$ cat src/rtl/cgt_pkg.sv
package cgt_pkg;
  localparam logic [7:0] CH_BS    = 8'h08;
  localparam logic [7:0] CH_LF    = 8'h0A;
  localparam logic [7:0] CH_CR    = 8'h0D;
  localparam logic [7:0] CH_BLANK = 8'h20;

  typedef enum logic [1:0] {
    K_PLAIN,
    K_CR,
    K_LF,
    K_BS
  } code_kind_e;

  function automatic code_kind_e classify(input logic [7:0] code);
    case (code)
      CH_CR:   return K_CR;
      CH_LF:   return K_LF;
      CH_BS:   return K_BS;
      default: return K_PLAIN;
    endcase
  endfunction
endpackage

$ cat src/rtl/cgt_step.sv
// Next cursor position and side effects for one code.
module cgt_step import cgt_pkg::*; #(
  parameter int ROWS = 2,
  parameter int COLS = 16,
  localparam int ROW_W = (ROWS > 1) ? $clog2(ROWS) : 1,
  localparam int COL_W = (COLS > 1) ? $clog2(COLS) : 1
) (
  input  logic [ROW_W-1:0] row_i,
  input  logic [COL_W-1:0] col_i,
  input  logic [7:0]       code_i,
  output logic [ROW_W-1:0] nrow_o,
  output logic [COL_W-1:0] ncol_o,
  output logic             store_o,
  output logic             full_o,
  output logic             wipe_o
);
  localparam logic [ROW_W-1:0] LAST_ROW = ROW_W'(ROWS - 1);
  localparam logic [COL_W-1:0] LAST_COL = COL_W'(COLS - 1);

  code_kind_e kind;
  assign kind = classify(code_i);

  always_comb begin
    nrow_o  = row_i;
    ncol_o  = col_i;
    store_o = 1'b0;
    full_o  = 1'b0;
    wipe_o  = 1'b0;
    case (kind)
      K_CR: ncol_o = '0;
      K_LF: begin
        if (row_i == LAST_ROW) begin
          wipe_o = 1'b1;
          nrow_o = '0;
        end else begin
          nrow_o = row_i + ROW_W'(1);
        end
      end
      K_BS: begin
        if (col_i != '0) begin
          ncol_o = col_i - COL_W'(1);
        end else if (row_i != '0) begin
          nrow_o = row_i - ROW_W'(1);
          ncol_o = LAST_COL;
        end
      end
      default: begin
        store_o = 1'b1;
        if (col_i != LAST_COL) begin
          ncol_o = col_i + COL_W'(1);
        end else if (row_i != LAST_ROW) begin
          nrow_o = row_i + ROW_W'(1);
          ncol_o = '0;
        end else begin
          full_o = 1'b1;
        end
      end
    endcase
  end
endmodule

$ cat src/rtl/cgt_sweep.sv
// Blanking pass: one cell per cycle, busy for CELLS cycles.
module cgt_sweep #(
  parameter int CELLS = 32,
  localparam int IDX_W = $clog2(CELLS)
) (
  input  logic             clk_i,
  input  logic             rst_ni,
  input  logic             start_i,
  output logic             busy_o,
  output logic [IDX_W-1:0] idx_o,
  output logic             last_o
);
  localparam logic [IDX_W-1:0] LAST_IDX = IDX_W'(CELLS - 1);

  logic             act_q;
  logic [IDX_W-1:0] cnt_q;

  always_ff @(posedge clk_i or negedge rst_ni) begin
    if (!rst_ni) begin
      act_q <= 1'b0;
      cnt_q <= '0;
    end else if (start_i) begin
      act_q <= 1'b1;
      cnt_q <= '0;
    end else if (act_q) begin
      if (cnt_q == LAST_IDX) begin
        act_q <= 1'b0;
        cnt_q <= '0;
      end else begin
        cnt_q <= cnt_q + IDX_W'(1);
      end
    end
  end

  assign busy_o = act_q;
  assign idx_o  = cnt_q;
  assign last_o = act_q && (cnt_q == LAST_IDX);
endmodule

$ cat src/rtl/cgt_store.sv
// Cell storage; a character write takes priority over a blanking write.
module cgt_store import cgt_pkg::*; #(
  parameter int CELLS = 32,
  localparam int IDX_W = $clog2(CELLS)
) (
  input  logic             clk_i,
  input  logic             rst_ni,
  input  logic             wr_en_i,
  input  logic [IDX_W-1:0] wr_idx_i,
  input  logic [7:0]       wr_data_i,
  input  logic             blank_en_i,
  input  logic [IDX_W-1:0] blank_idx_i,
  input  logic [IDX_W-1:0] rd_idx_i,
  output logic [7:0]       rd_data_o
);
  logic [CELLS-1:0][7:0] cell_q;

  always_ff @(posedge clk_i or negedge rst_ni) begin
    if (!rst_ni) begin
      cell_q <= {CELLS{CH_BLANK}};
    end else begin
      for (int i = 0; i < CELLS; i++) begin
        if (wr_en_i && wr_idx_i == IDX_W'(i)) begin
          cell_q[i] <= wr_data_i;
        end else if (blank_en_i && blank_idx_i == IDX_W'(i)) begin
          cell_q[i] <= CH_BLANK;
        end
      end
    end
  end

  generate
    if ((2 ** IDX_W) > CELLS) begin : g_rd_guard
      assign rd_data_o = (rd_idx_i < IDX_W'(CELLS)) ? cell_q[rd_idx_i] : CH_BLANK;
    end else begin : g_rd_direct
      assign rd_data_o = cell_q[rd_idx_i];
    end
  endgenerate
endmodule

$ cat src/rtl/char_grid_term.sv
module char_grid_term import cgt_pkg::*; #(
  parameter int ROWS = 2,
  parameter int COLS = 16,
  localparam int ROW_W = (ROWS > 1) ? $clog2(ROWS) : 1,
  localparam int COL_W = (COLS > 1) ? $clog2(COLS) : 1
) (
  input  logic             clk_i,
  input  logic             rst_ni,
  input  logic             char_valid_i,
  input  logic [7:0]       char_i,
  output logic             char_ready_o,
  output logic             wr_en_o,
  output logic [ROW_W-1:0] wr_row_o,
  output logic [COL_W-1:0] wr_col_o,
  output logic [7:0]       wr_char_o,
  output logic             clr_o,
  output logic [ROW_W-1:0] cur_row_o,
  output logic [COL_W-1:0] cur_col_o,
  output logic             wrap_pend_o,
  input  logic [ROW_W-1:0] rd_row_i,
  input  logic [COL_W-1:0] rd_col_i,
  output logic [7:0]       rd_char_o
);
  localparam int CELLS = ROWS * COLS;
  localparam int IDX_W = $clog2(CELLS);

  logic [ROW_W-1:0] cur_row_q;
  logic [COL_W-1:0] cur_col_q;
  logic             full_q;
  logic             pend_q;
  logic [7:0]       pend_code_q;
  logic             wr_en_q;
  logic [ROW_W-1:0] wr_row_q;
  logic [COL_W-1:0] wr_col_q;
  logic [7:0]       wr_char_q;
  logic             clr_q;

  logic             sw_busy, sw_last;
  logic [IDX_W-1:0] sw_idx;
  logic             accept, replay, start_wipe;

  logic [ROW_W-1:0] st_row, st_nrow;
  logic [COL_W-1:0] st_col, st_ncol;
  logic [7:0]       st_code;
  logic             st_store, st_full, st_wipe;

  logic             do_store;
  logic [IDX_W-1:0] store_idx, rd_idx;

  assign char_ready_o = !sw_busy;
  assign accept       = char_valid_i && char_ready_o;
  // a code deferred by the wrap-pending state acts from home when the pass ends
  assign replay       = sw_last && pend_q;

  assign st_row  = replay ? '0 : cur_row_q;
  assign st_col  = replay ? '0 : cur_col_q;
  assign st_code = replay ? pend_code_q : char_i;

  cgt_step #(.ROWS(ROWS), .COLS(COLS)) u_step (
    .row_i   (st_row),
    .col_i   (st_col),
    .code_i  (st_code),
    .nrow_o  (st_nrow),
    .ncol_o  (st_ncol),
    .store_o (st_store),
    .full_o  (st_full),
    .wipe_o  (st_wipe)
  );

  assign start_wipe = accept && (full_q || st_wipe);
  assign do_store   = (accept && !full_q && !st_wipe && st_store) || (replay && st_store);
  assign store_idx  = IDX_W'(st_row) * IDX_W'(COLS) + IDX_W'(st_col);
  assign rd_idx     = IDX_W'(rd_row_i) * IDX_W'(COLS) + IDX_W'(rd_col_i);

  cgt_sweep #(.CELLS(CELLS)) u_sweep (
    .clk_i   (clk_i),
    .rst_ni  (rst_ni),
    .start_i (start_wipe),
    .busy_o  (sw_busy),
    .idx_o   (sw_idx),
    .last_o  (sw_last)
  );

  cgt_store #(.CELLS(CELLS)) u_store (
    .clk_i       (clk_i),
    .rst_ni      (rst_ni),
    .wr_en_i     (do_store),
    .wr_idx_i    (store_idx),
    .wr_data_i   (st_code),
    .blank_en_i  (sw_busy),
    .blank_idx_i (sw_idx),
    .rd_idx_i    (rd_idx),
    .rd_data_o   (rd_char_o)
  );

  always_ff @(posedge clk_i or negedge rst_ni) begin
    if (!rst_ni) begin
      cur_row_q   <= '0;
      cur_col_q   <= '0;
      full_q      <= 1'b0;
      pend_q      <= 1'b0;
      pend_code_q <= '0;
      wr_en_q     <= 1'b0;
      wr_row_q    <= '0;
      wr_col_q    <= '0;
      wr_char_q   <= '0;
      clr_q       <= 1'b0;
    end else begin
      wr_en_q <= do_store;
      clr_q   <= start_wipe;
      if (do_store) begin
        wr_row_q  <= st_row;
        wr_col_q  <= st_col;
        wr_char_q <= st_code;
      end
      if (accept) begin
        if (full_q) begin
          full_q      <= 1'b0;
          pend_q      <= 1'b1;
          pend_code_q <= char_i;
        end else begin
          cur_row_q <= st_nrow;
          cur_col_q <= st_ncol;
          full_q    <= st_full;
        end
      end else if (replay) begin
        pend_q    <= 1'b0;
        cur_row_q <= st_nrow;
        cur_col_q <= st_ncol;
        full_q    <= st_full;
      end
    end
  end

  assign wr_en_o     = wr_en_q;
  assign wr_row_o    = wr_row_q;
  assign wr_col_o    = wr_col_q;
  assign wr_char_o   = wr_char_q;
  assign clr_o       = clr_q;
  assign cur_row_o   = cur_row_q;
  assign cur_col_o   = cur_col_q;
  assign wrap_pend_o = full_q;
endmodule

$ cat config.mk
export PLATFORM = sky130hd
export DESIGN_NAME = char_grid_term
export DESIGN_NICKNAME = d
export VERILOG_FILES = /design/src/rtl/cgt_pkg.sv /design/src/rtl/cgt_step.sv /design/src/rtl/cgt_sweep.sv /design/src/rtl/cgt_store.sv /design/src/rtl/char_grid_term.sv
export SDC_FILE = /design/constraint.sdc
export NUM_CORES = 1
export LEC_CHECK = 0
export ABC_AREA = 1
export BUFFER_PORTS_ARGS = -buffer_cell sky130_fd_sc_hd__buf_2
export CAP_MARGIN = 0
export CORE_ASPECT_RATIO = 1.4
export CORE_MARGIN = 2
export CORE_UTILIZATION = 45
export CTS_CLUSTER_SIZE = 40
export DETAILED_ROUTE_END_ITERATION = 8
export GPL_TIMING_DRIVEN = 0
export MAX_ROUTING_LAYER = met4
export SYNTH_ARGS = -nofsm -noshare
export SYNTH_HDL_FRONTEND = slang
export SYNTH_SLANG_ARGS = --single-unit
$ cat constraint.sdc
create_clock -name clk_i -period 3.8 [get_ports clk_i]
set_input_delay 0 -clock clk_i [delete_from_list [all_inputs] [get_ports clk_i]]
set_output_delay 0 -clock clk_i [all_outputs]
set_load 0.05 [all_outputs]
==> metrics.txt <==
status=finished, final reports clean; Critical Path AT=3850 ps; area share of fa/ha/maj cells after synthesis=0.00815; drt initial violations=between 1k and 1.5k; sequential share of the synthesized area=0.478; layout cells sized above 1=0.132; initial antenna violation count=0; Avg Cell Area, Syn=between 8 and 9 um2; CP cell instances=ha_1 -> inv_1 -> nor2_1 -> ha_1 -> buf_2 -> nand3_4 -> buf_6 -> nand2_2 -> inv_1 -> ha_1 -> nand2_1 -> nor2_1 -> nand4_4 -> buf_2 -> nand3_1 -> o21ai_0; Core Area=around 34000 um2; die area=about 36000 um2; H-tree levels=1; Bufs and invs on worst path=5; Post-Syn Area=15400 um2; DR WL/cell=~24 um; CTS tree=done; commonest non-fill, non-tap cell in the layout=nand3_1; unique cell type count in the Yosys netlist=41; vias=14.2k; Root Buffer Master=clkbuf_16; Chip Width=160 um; final WL=57400 um; number of global-route vias before repair=roughly 14k; Synth top area share=0.424; most frequent cells in the layout=335 x nand3_1, 262 x o21ai_0, 260 x dfrtp_1; min-delay worst type=input pin to async pin; final count of hold timing violations=0; initial core utilization=0.454; number of synthesized register bits=approximately 290; max_cap viols=0; Via density=roughly 5.9; Worst Path Max Fanout=19; slowest CP cell=dfrtp_1; PwrDens=between 700 and 800 nW/um2; largest net degree at the start of global routing=roughly 100; Crit path top cell by count=ha_1; Tcrit/Tclk final=0.895; clock slew at reported path FFs=about 60 ps; max incr delay on CP=about 430 ps; CP startpoint kind=flip-flop; YS warnings=0; first-pass GRT wire length=around 87000 um; syn nets=1847; Max VDD drop=around 0.48 mV; Clock Path Buffers=3; Leak=about 0.0078 uW; DP Worst Slack=-102 ps; cell accounting for the most synthesized area=dfrtp_1; Total Power=around 13000 uW; worst relative slew slack=0.361; final setup fails=0; Simple-Gate Fraction of Synth Area=0.268; Layout Nets=between 1.5k and 2k; Slew Viols, Final=0; complex-gate fraction of the synthesized area=0.168; Setup Skew=about 15 ps; Syn Inst Count=between 1.5k and 2k; Peak Freq=around 290 MHz; RSZ-0062 raised after global routing=false; top cells by area, synth=dfrtp_1 42%, nand3_1 11%, o21ai_0 8.5%, dfstp_2 5.5%, nand2_1 5.0%; insertion delay to the later sink of the worst-skew pair=600 ps; GRT Overall Usage=0.332; port buffer count=between 40 and 50; Final Critical Period=around 3400 ps; CP delay by family, top=simple AND/OR/NAND/NOR gates; Die Span Y=223 um; row cnt=80; Antenna diodes=0; ANT nets after route=0; routability cong.=roughly 1.0; Setup crit end kind=flip-flop; First-pass DRT Iterations=5; drt drc=0; XOR/XNOR share of the synthesized area=0.00171; crit path kind=flip-flop to flip-flop; Num Clock Sinks=~290; Boundary Pins=46; final setup margin=~400 ps; hpwl dp=about 42000 um; worst path required time=~4200 ps; total gr overflow=0; largest family of logic cells by synthesized area=simple AND/OR/NAND/NOR gates; mux contribution to synthesized area=0.000733; Slew @ Worst Pin=959 ps; Area growth syn-to-layout=14.0%; CTS Buf Count=31
path summary, 6_finish.rpt:
check | from | to | slack, ps | cells past startpoint
worst max-delay path | u_sweep.idx_o[0] | u_store.cell_q[204] | 400 | 16
worst min-delay path | rst_ni | u_store.cell_q[38] | 40 | 2
worst max register to register | u_sweep.idx_o[0] | u_store.cell_q[204] | 400 | 16
worst min register to register | wr_char_o[3] | wr_char_o[3] | 480 | 2
max in group asynchronous | rst_ni | u_store.cell_q[151] | 2340 | 4
min in group clk_i | char_i[3] | pend_code_q[3] | 200 | 3
registers in the layout, indices dropped and copies added, names as in the netlist:
register	count
cur_row_o	1
cur_col_o	4
u_store.cell_q	256
wr_row_o	1
u_sweep.busy_o	1
pend_code_q	8
u_sweep.idx_o	5
pend_q	1
clr_o	1
wrap_pend_o	1
wr_char_o	8
wr_en_o	1
wr_col_o	4
what timing repair did:
action | in CTS | in global routing
setup endpoints to repair | 10 | 120
endpoints found under the hold margin | 110 | 0
resized for setup | 2 | 8
buffers inserted | 0 | 0
hold buffers | 13 | 0
synth_stat cells, drive strengths merged:
library cell    n
nand2         220
and2            7
o211ai          7
buf            59
o221ai         42
ha             10
mux2            1
inv           108
a21oi          27
xor2            1
o21ai         390
nand4          37
dfstp          32
a22o            1
clkinv          1
o22ai           7
nand3         338
xnor2           2
or2             2
a31oi           1
dfrtp         260
nor2          193
clkbuf         75
through the flow:
stage | setup TNS, ps | cell area, um2 | util | cells | hold slack (ps)
after floorplan | 0 | 15400 | - | 1821 | -296
after global placement | -760670 | 16100 | 0.477 | 2314 | 261
after detailed placement | -391 | 16200 | 0.479 | 2316 | 90.9
after CTS | 0 | 17500 | 0.517 | 2387 | 87.5
after global routing | 0 | 17500 | 0.518 | 2386 | 121
final | 0 | 17500 | 0.518 | 2386 | 42.3
cells by family (layout without fill, tap and decap cells):
| kind of cell | count (synthesis) | count (layout) |
|---|---|---|
| AO/OA/AOI/OAI | 475 | 475 |
| flip-flops | 292 | 292 |
| AND/OR/NAND/NOR | 797 | 797 |
| buffers and inverters | 243 | 357 |
| adder cells (fa/ha/maj) | 10 | 10 |
| multiplexers | 1 | 1 |
| XOR/XNOR | 3 | 3 |
final cells by class:
class                   count  area [um2]
fillers                  3335       16300
flip-flops and latches    292        7350
multi-input cells        1286        6900
clock buffers              45         918
plain buffers             133         741
well taps                 451         564
inverters                 109         409
repair buffers             57         405
clock inverters            13         226
power by group:
group | internal [uW] | switching, uW | leakage [uW] | total, uW
registers | 4480 | 824 | 0.00376 | 5300
clock network | 2080 | 1360 | 0.000556 | 3440
logic | 1330 | 2550 | 0.00350 | 3880
total | 7890 | 4740 | 0.00781 | 12600
worst register-to-register path, stage by stage, from the launching register on:
cell and delay (ps):
dfrtp_1 430, ha_1 230, inv_1 130, nor2_1 90
ha_1 170, buf_2 170, nand3_4 160, buf_6 220
nand2_2 180, inv_1 150, ha_1 250, nand2_1 110
nor2_1 330, nand4_4 210, buf_2 230, nand3_1 80
o21ai_0 100
per-layer routing:
layer / wire [um] / vias to the layer above / track usage
li1: - / 6471 / -
met1: 22300 / 6918 / 0.402
met2: 27800 / 637 / 0.550
met3: 3980 / 153 / 0.0435
met4: 3300 / 0 / 0.165
met5: 0 / - / -
No activity file was read; power rests on OpenSTA's default activity.
